### config.mk
export PLATFORM = sky130hd
export DESIGN_NAME = adc_result_cond
export DESIGN_NICKNAME = d
export VERILOG_FILES = /design/src/rtl/adc_rc_pkg.sv /design/src/rtl/adc_rc_offset_reg.sv /design/src/rtl/adc_rc_condition.sv /design/src/rtl/adc_rc_conv_ctrl.sv /design/src/rtl/adc_rc_out_latch.sv /design/src/rtl/adc_result_cond.sv
export SDC_FILE = /design/constraint.sdc
export NUM_CORES = 1
export LEC_CHECK = 0
export ABC_AREA = 0
export BUFFER_PORTS_ARGS = -buffer_cell sky130_fd_sc_hd__buf_4
export CELL_PAD_IN_SITES_DETAIL_PLACEMENT = 1
export CELL_PAD_IN_SITES_GLOBAL_PLACEMENT = 2
export CORE_MARGIN = 8
export CORE_UTILIZATION = 36
export CTS_CLUSTER_DIAMETER = 50
export DETAILED_ROUTE_END_ITERATION = 10
export GPL_TIMING_DRIVEN = 1
export PLACE_DENSITY = 0.91
export SLEW_MARGIN = 40
export SYNTH_ARGS = -nofsm -noshare
export SYNTH_HDL_FRONTEND = slang
export SYNTH_SLANG_ARGS = --single-unit
export TNS_END_PERCENT = 100
### constraint.sdc
create_clock -name clk -period 4.42 [get_ports clk]
set_input_delay 0.221 -clock clk [delete_from_list [all_inputs] [get_ports clk]]
set_output_delay 0.221 -clock clk [all_outputs]
set_load 0.005 [all_outputs]
### src/rtl/adc_rc_pkg.sv
package adc_rc_pkg;
  typedef enum logic {
    LATCH_ON_START = 1'b0,
    LATCH_ON_DONE  = 1'b1
  } latch_mode_e;

  typedef enum logic [1:0] {
    ZONE_IN   = 2'd0,
    ZONE_HIGH = 2'd1,
    ZONE_LOW  = 2'd2
  } zone_e;
endpackage

### src/rtl/adc_rc_offset_reg.sv
module adc_rc_offset_reg #(
  parameter int CODE_W = 14
) (
  input  logic              clk,
  input  logic              rst_n,
  input  logic              cs_n,
  input  logic              wr_strobe,
  input  logic [CODE_W-1:0] bus_d,
  output logic [CODE_W-1:0] ofs_q,
  output logic              load_o
);
  logic wr_q;

  // falling edge of the strobe, qualified by chip select
  assign load_o = wr_q & ~wr_strobe & ~cs_n;

  always_ff @(posedge clk) begin
    if (!rst_n) begin
      wr_q  <= 1'b0;
      ofs_q <= '0;
    end else begin
      wr_q <= wr_strobe;
      if (load_o) ofs_q <= bus_d;
    end
  end

  p_ofs_load_r2: assert property (@(posedge clk) disable iff (!rst_n)
    load_o |=> ofs_q == $past(bus_d));
  p_ofs_hold_r2: assert property (@(posedge clk) disable iff (!rst_n)
    !load_o |=> $stable(ofs_q));
endmodule

### src/rtl/adc_rc_condition.sv
module adc_rc_condition
  import adc_rc_pkg::*;
#(
  parameter int CODE_W = 14,
  parameter int RAW_W  = 16
) (
  input  logic signed [RAW_W-1:0]  raw_val,
  input  logic        [CODE_W-1:0] ofs,
  input  logic                     clip_en,
  output logic        [CODE_W:0]   word,
  output zone_e                    zone
);
  localparam int SUM_W = RAW_W + 1;
  localparam int OUT_W = CODE_W + 1;
  localparam logic signed [SUM_W-1:0] FS_TOP = SUM_W'((1 << CODE_W) - 1);
  localparam logic signed [SUM_W-1:0] SPAN   = SUM_W'(1 << CODE_W);
  localparam logic signed [SUM_W-1:0] EX_MAX = SUM_W'((1 << (CODE_W - 1)) - 1);
  localparam logic signed [SUM_W-1:0] EX_MIN = -SUM_W'(1 << (CODE_W - 1));

  logic signed [SUM_W-1:0] sum;

  function automatic zone_e classify(input logic signed [SUM_W-1:0] s);
    if (s < 0)           return ZONE_LOW;
    else if (s > FS_TOP) return ZONE_HIGH;
    else                 return ZONE_IN;
  endfunction

  function automatic logic [OUT_W-1:0] encode(input logic signed [SUM_W-1:0] s,
                                              input zone_e z, input logic clip);
    logic signed [SUM_W-1:0] ex;
    logic [OUT_W-1:0] w;
    ex = '0;
    w  = '0;
    unique case (z)
      ZONE_IN: w = {1'b0, s[CODE_W-1:0]};
      ZONE_HIGH: begin
        if (clip) w = {1'b0, {CODE_W{1'b1}}};
        else begin
          ex = s - SPAN;
          if (ex > EX_MAX) ex = EX_MAX;
          w = {1'b1, ex[CODE_W-1:0]};
        end
      end
      default: begin
        if (clip) w = '0;
        else begin
          ex = (s < EX_MIN) ? EX_MIN : s;
          w = {1'b1, ex[CODE_W-1:0]};
        end
      end
    endcase
    return w;
  endfunction

  always_comb begin
    sum  = SUM_W'(raw_val) + SUM_W'($signed(ofs));
    zone = classify(sum);
    word = encode(sum, zone, clip_en);
  end

  always_comb begin
    if (clip_en) p_clip_no_ovr_r4: assert (!word[OUT_W-1]);
    if (zone == ZONE_IN) p_inrange_flag_r5: assert (!word[OUT_W-1]);
  end
endmodule

### src/rtl/adc_rc_conv_ctrl.sv
module adc_rc_conv_ctrl (
  input  logic clk,
  input  logic rst_n,
  input  logic convst_n,
  input  logic conv_done,
  output logic busy,
  output logic start_acc,
  output logic done_acc
);
  logic cv_q;

  assign start_acc = cv_q & ~convst_n & ~busy;
  assign done_acc  = conv_done & busy;

  always_ff @(posedge clk) begin
    if (!rst_n) begin
      cv_q <= 1'b1;
      busy <= 1'b0;
    end else begin
      cv_q <= convst_n;
      if (start_acc)     busy <= 1'b1;
      else if (done_acc) busy <= 1'b0;
    end
  end

  p_busy_set_r10: assert property (@(posedge clk) disable iff (!rst_n)
    start_acc |=> busy);
  p_busy_clr_r10: assert property (@(posedge clk) disable iff (!rst_n)
    done_acc |=> !busy);
  p_busy_idle_r10: assert property (@(posedge clk) disable iff (!rst_n)
    (!busy && !start_acc) |=> !busy);
endmodule

### src/rtl/adc_rc_out_latch.sv
module adc_rc_out_latch
  import adc_rc_pkg::*;
#(
  parameter int OUT_W = 15
) (
  input  logic             clk,
  input  logic             rst_n,
  input  latch_mode_e      mode,
  input  logic             start_acc,
  input  logic             done_acc,
  input  logic [OUT_W-1:0] word,
  output logic [OUT_W-1:0] out_q
);
  logic [OUT_W-1:0] pend_q;
  logic             pend_vld;
  logic             load_end, load_start;

  assign load_end   = done_acc & (mode == LATCH_ON_DONE);
  assign load_start = start_acc & (mode == LATCH_ON_START) & pend_vld;

  always_ff @(posedge clk) begin
    if (!rst_n) begin
      out_q    <= '0;
      pend_q   <= '0;
      pend_vld <= 1'b0;
    end else begin
      if (load_end) out_q <= word;
      if (load_start) begin
        out_q    <= pend_q;
        pend_vld <= 1'b0;
      end
      if (done_acc && mode == LATCH_ON_START) begin
        pend_q   <= word;
        pend_vld <= 1'b1;
      end
    end
  end

  p_end_load_r8: assert property (@(posedge clk) disable iff (!rst_n)
    load_end |=> out_q == $past(word));
  p_out_hold_r9: assert property (@(posedge clk) disable iff (!rst_n)
    !(load_end || load_start) |=> $stable(out_q));
  p_done_no_out_r9: assert property (@(posedge clk) disable iff (!rst_n)
    (done_acc && mode == LATCH_ON_START) |=> $stable(out_q));
endmodule

### src/rtl/adc_result_cond.sv
module adc_result_cond
  import adc_rc_pkg::*;
#(
  parameter int CODE_W = 14,
  parameter int RAW_W  = 16,
  localparam int OUT_W = CODE_W + 1
) (
  input  logic              clk,
  input  logic              rst_n,
  input  logic              cs_n,
  input  logic              wr_strobe,
  input  logic [CODE_W-1:0] bus_d,
  input  logic              clip_en,
  input  logic              mode_sel,
  input  logic              convst_n,
  input  logic              conv_done,
  input  logic [RAW_W-1:0]  raw_val,
  output logic              busy,
  output logic [OUT_W-1:0]  result
);
  logic [CODE_W-1:0] ofs_q;
  logic              ofs_load;
  logic [OUT_W-1:0]  cond_word;
  zone_e             cond_zone;
  logic              start_acc, done_acc;
  latch_mode_e       mode;

  assign mode = latch_mode_e'(mode_sel);

  adc_rc_offset_reg #(.CODE_W(CODE_W)) u_ofs (
    .clk(clk), .rst_n(rst_n), .cs_n(cs_n), .wr_strobe(wr_strobe),
    .bus_d(bus_d), .ofs_q(ofs_q), .load_o(ofs_load)
  );

  adc_rc_condition #(.CODE_W(CODE_W), .RAW_W(RAW_W)) u_cond (
    .raw_val($signed(raw_val)), .ofs(ofs_q), .clip_en(clip_en),
    .word(cond_word), .zone(cond_zone)
  );

  adc_rc_conv_ctrl u_ctrl (
    .clk(clk), .rst_n(rst_n), .convst_n(convst_n), .conv_done(conv_done),
    .busy(busy), .start_acc(start_acc), .done_acc(done_acc)
  );

  adc_rc_out_latch #(.OUT_W(OUT_W)) u_out (
    .clk(clk), .rst_n(rst_n), .mode(mode), .start_acc(start_acc),
    .done_acc(done_acc), .word(cond_word), .out_q(result)
  );

  p_reset_clear_r1: assert property (@(posedge clk)
    !rst_n |=> (result == '0 && !busy));
  p_clip_out_r4: assert property (@(posedge clk) disable iff (!rst_n)
    (done_acc && clip_en && mode == LATCH_ON_DONE) |=> !result[OUT_W-1]);
endmodule

==> impl_metrics.toml <==
[setup_path]
end_kind = "flop"
slowest_stage = "fa_1"
start_kind = "flop"
path_class = "reg2reg"
crit_buf_inv = 2
crit_start = "u_ofs.ofs_q[0]"
worstPathArrival_ns = 3.19
slowest_delay_ns = 0.39
critPathRequiredTime_ns = 4.65
rr_startpoint = "u_ofs.ofs_q[0]"
path_cells = "ha_1 -> inv_1 -> fa_1 -> and2b_1 -> o2111ai_1 -> a21oi_2 -> o21ai_2 -> xor2_2 -> o41ai_2 -> buf_4 -> nand3_4 -> o211ai_2"
cp_max_fo = 11
cp_top_family = "compound AO/OA/AOI/OAI gates"

[timing]
maxSlewViolCount = 0
finalSetupTns_ns = 0
fmax_mhz = 338
rsz0062_at_grt = "no"
hold_viol = 0
finalCritPeriodShare_pct = 66.9
finalWorstPathRequiredPeriod_ns = 2.96
setup_viol = 0
slew_headroom_pct = 45.8
tightest_slew_ns = 0.812
clock_skew_ns = 0.0114

[power]
p_leak_uw = 0.00146
p_int_uw = 625
switching_power_uw = 262
ir_drop_v = 0.000155
p_sw_share_pct = 29.5
combPwrFrac_pct = 19.2
pwr-share-clk_pct = 30.0
power_density_nw_per_um2 = 253
seqPwrFrac_pct = 50.8

[yosys]
synth_xor_area_share_pct = 4.63
synthTopCellsByArea = "dfxtp_1, nand2_1, ha_1"
syn_nets = 403
synth-simple-area-share_pct = 19.2
synth_mux_area_share_pct = 0
synth_top_family_by_area = "compound AO/OA/AOI/OAI gates"
synth_compound_area_share_pct = 31.2
async_flop_share_pct = 0
synth_warnings = 0
synth_edf_count = 0
synth_top_area_cell = "dfxtp_1"
ys_ff_latch = 48
yosys.cell_types.count = 63
netlist_instances = 348
syn_avg_cell_area_um2 = 8.55
synth-main-ff-cell = "dfxtp_1"
ys_seq_area_share_pct = 32.3
synth_top_area_share_pct = 32.3
yosys.area_share.adder_pct = 7.40
synth_area_um2 = 2980

[clocking]
cts_num_sinks = 48
cts-resized-gates = 0
root_buffer = "clkbuf_8"
clockBufferDepth = 2
cts_hold_buf = 0
clock_latency_ns = 0.31
cts_tree = "done"
postCtsSetupBuffers = 0
clkSlewWorstSetupHoldPaths_ns = 0.10
cts_made_buffers = 5
htreeDepth = 2

[place]
hpwl_mm = 6.83
gp_congestion = 0.823
dp.cells = 486
numPortBuffers = 53

[global_routing]
gr-total-overflow = 0
grt_pass1_wl_mm = 14.5
grt_util_all_layers_pct = 15.5
grt_max_degree = 30
grt_pass1_vias = 2945
antenna_found_initial = 0

[die]
die-area_um2 = 11400
start_util_pct = 36.6
coreArea_um2 = 8130
die_x_um = 107
die_h_um = 107
ios = 54
rows = 33

[hold_path]
hp-start = "convst_n"
hold_class = "in2reg"

[layout]
nets = 443
fin_cells = 494
drive_gt1_share_pct = 23.1
syn_to_final_growth_pct = 17.7
diodes = 0

[detailed_routing]
ant_nets = 0
wirelength_mm = 8.65
drt_iter0_markers = 69
first_pass_iters = 4
wl_per_cell_um = 17.5
via_per_inst = 5.58
dr_total_vias = 2756
drcViolationCount = 0

[job]
maxCapViolations = 0

[run_status]
status = "finished, final reports clean"
cell families after synthesis:
group | Yosys count
AO/OA/AOI/OAI | 124
adder cells (fa/ha/maj) | 17
buffers and inverters | 35
XOR/XNOR | 14
flip-flops | 48
AND/OR/NAND/NOR | 110
area by class of cell:
cell class	count	area (um^2)
Fill cell	975	4630
Timing Repair Buffer	55	413
Tap cell	105	131
Clock buffer	5	68.8
Clock inverter	3	18.8
Inverter	13	48.8
Multi-Input combinational cell	265	1860
Sequential cell	48	961
metrics by stage:
step / hold slack, ns / power (uW) / utilization, % / setup slack [ns] / area, um^2
floorplan: 0.322 / 567 / - / 1.73 / 2980
global placement: 0.425 / 627 / 41.9 / 1.58 / 3410
detailed placement: 0.440 / 630 / 42.0 / 1.48 / 3410
CTS: 0.119 / 901 / 43.0 / 1.44 / 3500
global route: 0.122 / 933 / 43.0 / 1.19 / 3500
finish: 0.127 / 886 / 43.0 / 1.46 / 3500
state kept, by name (all words and copies together) (netlist names):
register,flops
u_out.pend_vld,1
u_ofs.wr_q,1
u_out.out_q,15
u_ctrl.busy,1
u_ofs.ofs_q,14
u_ctrl.cv_q,1
u_out.pend_q,15
cells in the mapped netlist (all sizes together), types with 6 or more instances:
| cell | count |
|---|---|
| buf | 8 |
| nand4 | 7 |
| o221ai | 7 |
| o21ai | 19 |
| inv | 13 |
| dfxtp | 48 |
| a22oi | 6 |
| o211ai | 14 |
| xnor2 | 9 |
| a22o | 10 |
| nand2 | 54 |
| a21o | 6 |
| nor2 | 11 |
| a21oi | 32 |
| ha | 16 |
| nand3 | 15 |
| clkbuf | 14 |
| a31oi | 7 |
power groups by stage:
stage | sequential (uW) | combinational [uW] | clock, uW
final | 450 | 170 | 266
after global routing | 452 | 188 | 294
after CTS | 450 | 171 | 280
after global placement | 460 | 167 | 0
after detailed placement | 460 | 170 | 0
after floorplan | 458 | 109 | 0
cell usage in the layout (no fill, tap or decap), types with 6 or more instances in the layout:
master    instances
nand3_1          13
o21ai_0          16
nor2_1           10
buf_4            55
o221ai_1          7
o211ai_2          9
a31oi_1           6
ha_1             16
a21oi_1          30
a22oi_1           6
inv_1            13
a22o_1           10
a21o_1            6
dfxtp_1          48
nand2_1          54
xnor2_1           9
worst paths after layout:
| path | to | slack (ns) | cells past startpoint |
|---|---|---|---|
| hold reg to reg | u_ofs.ofs_q[3] | 0.47 | 2 |
| setup / recovery | u_out.out_q[7] | 1.46 | 12 |
| hold / removal | u_ctrl.cv_q | 0.13 | 2 |
| setup reg to reg | u_out.out_q[7] | 1.46 | 12 |
layer usage:
layer  vias to the layer above  wire length, um  GRT usage, %
met4                         0               60          3.52
met2                        54             4230          27.0
met3                         5              312          3.06
li1                       1359                -             -
met5                         -                0             0
met1                      1338             4050          19.2
No activity file was read; power rests on OpenSTA's default activity.
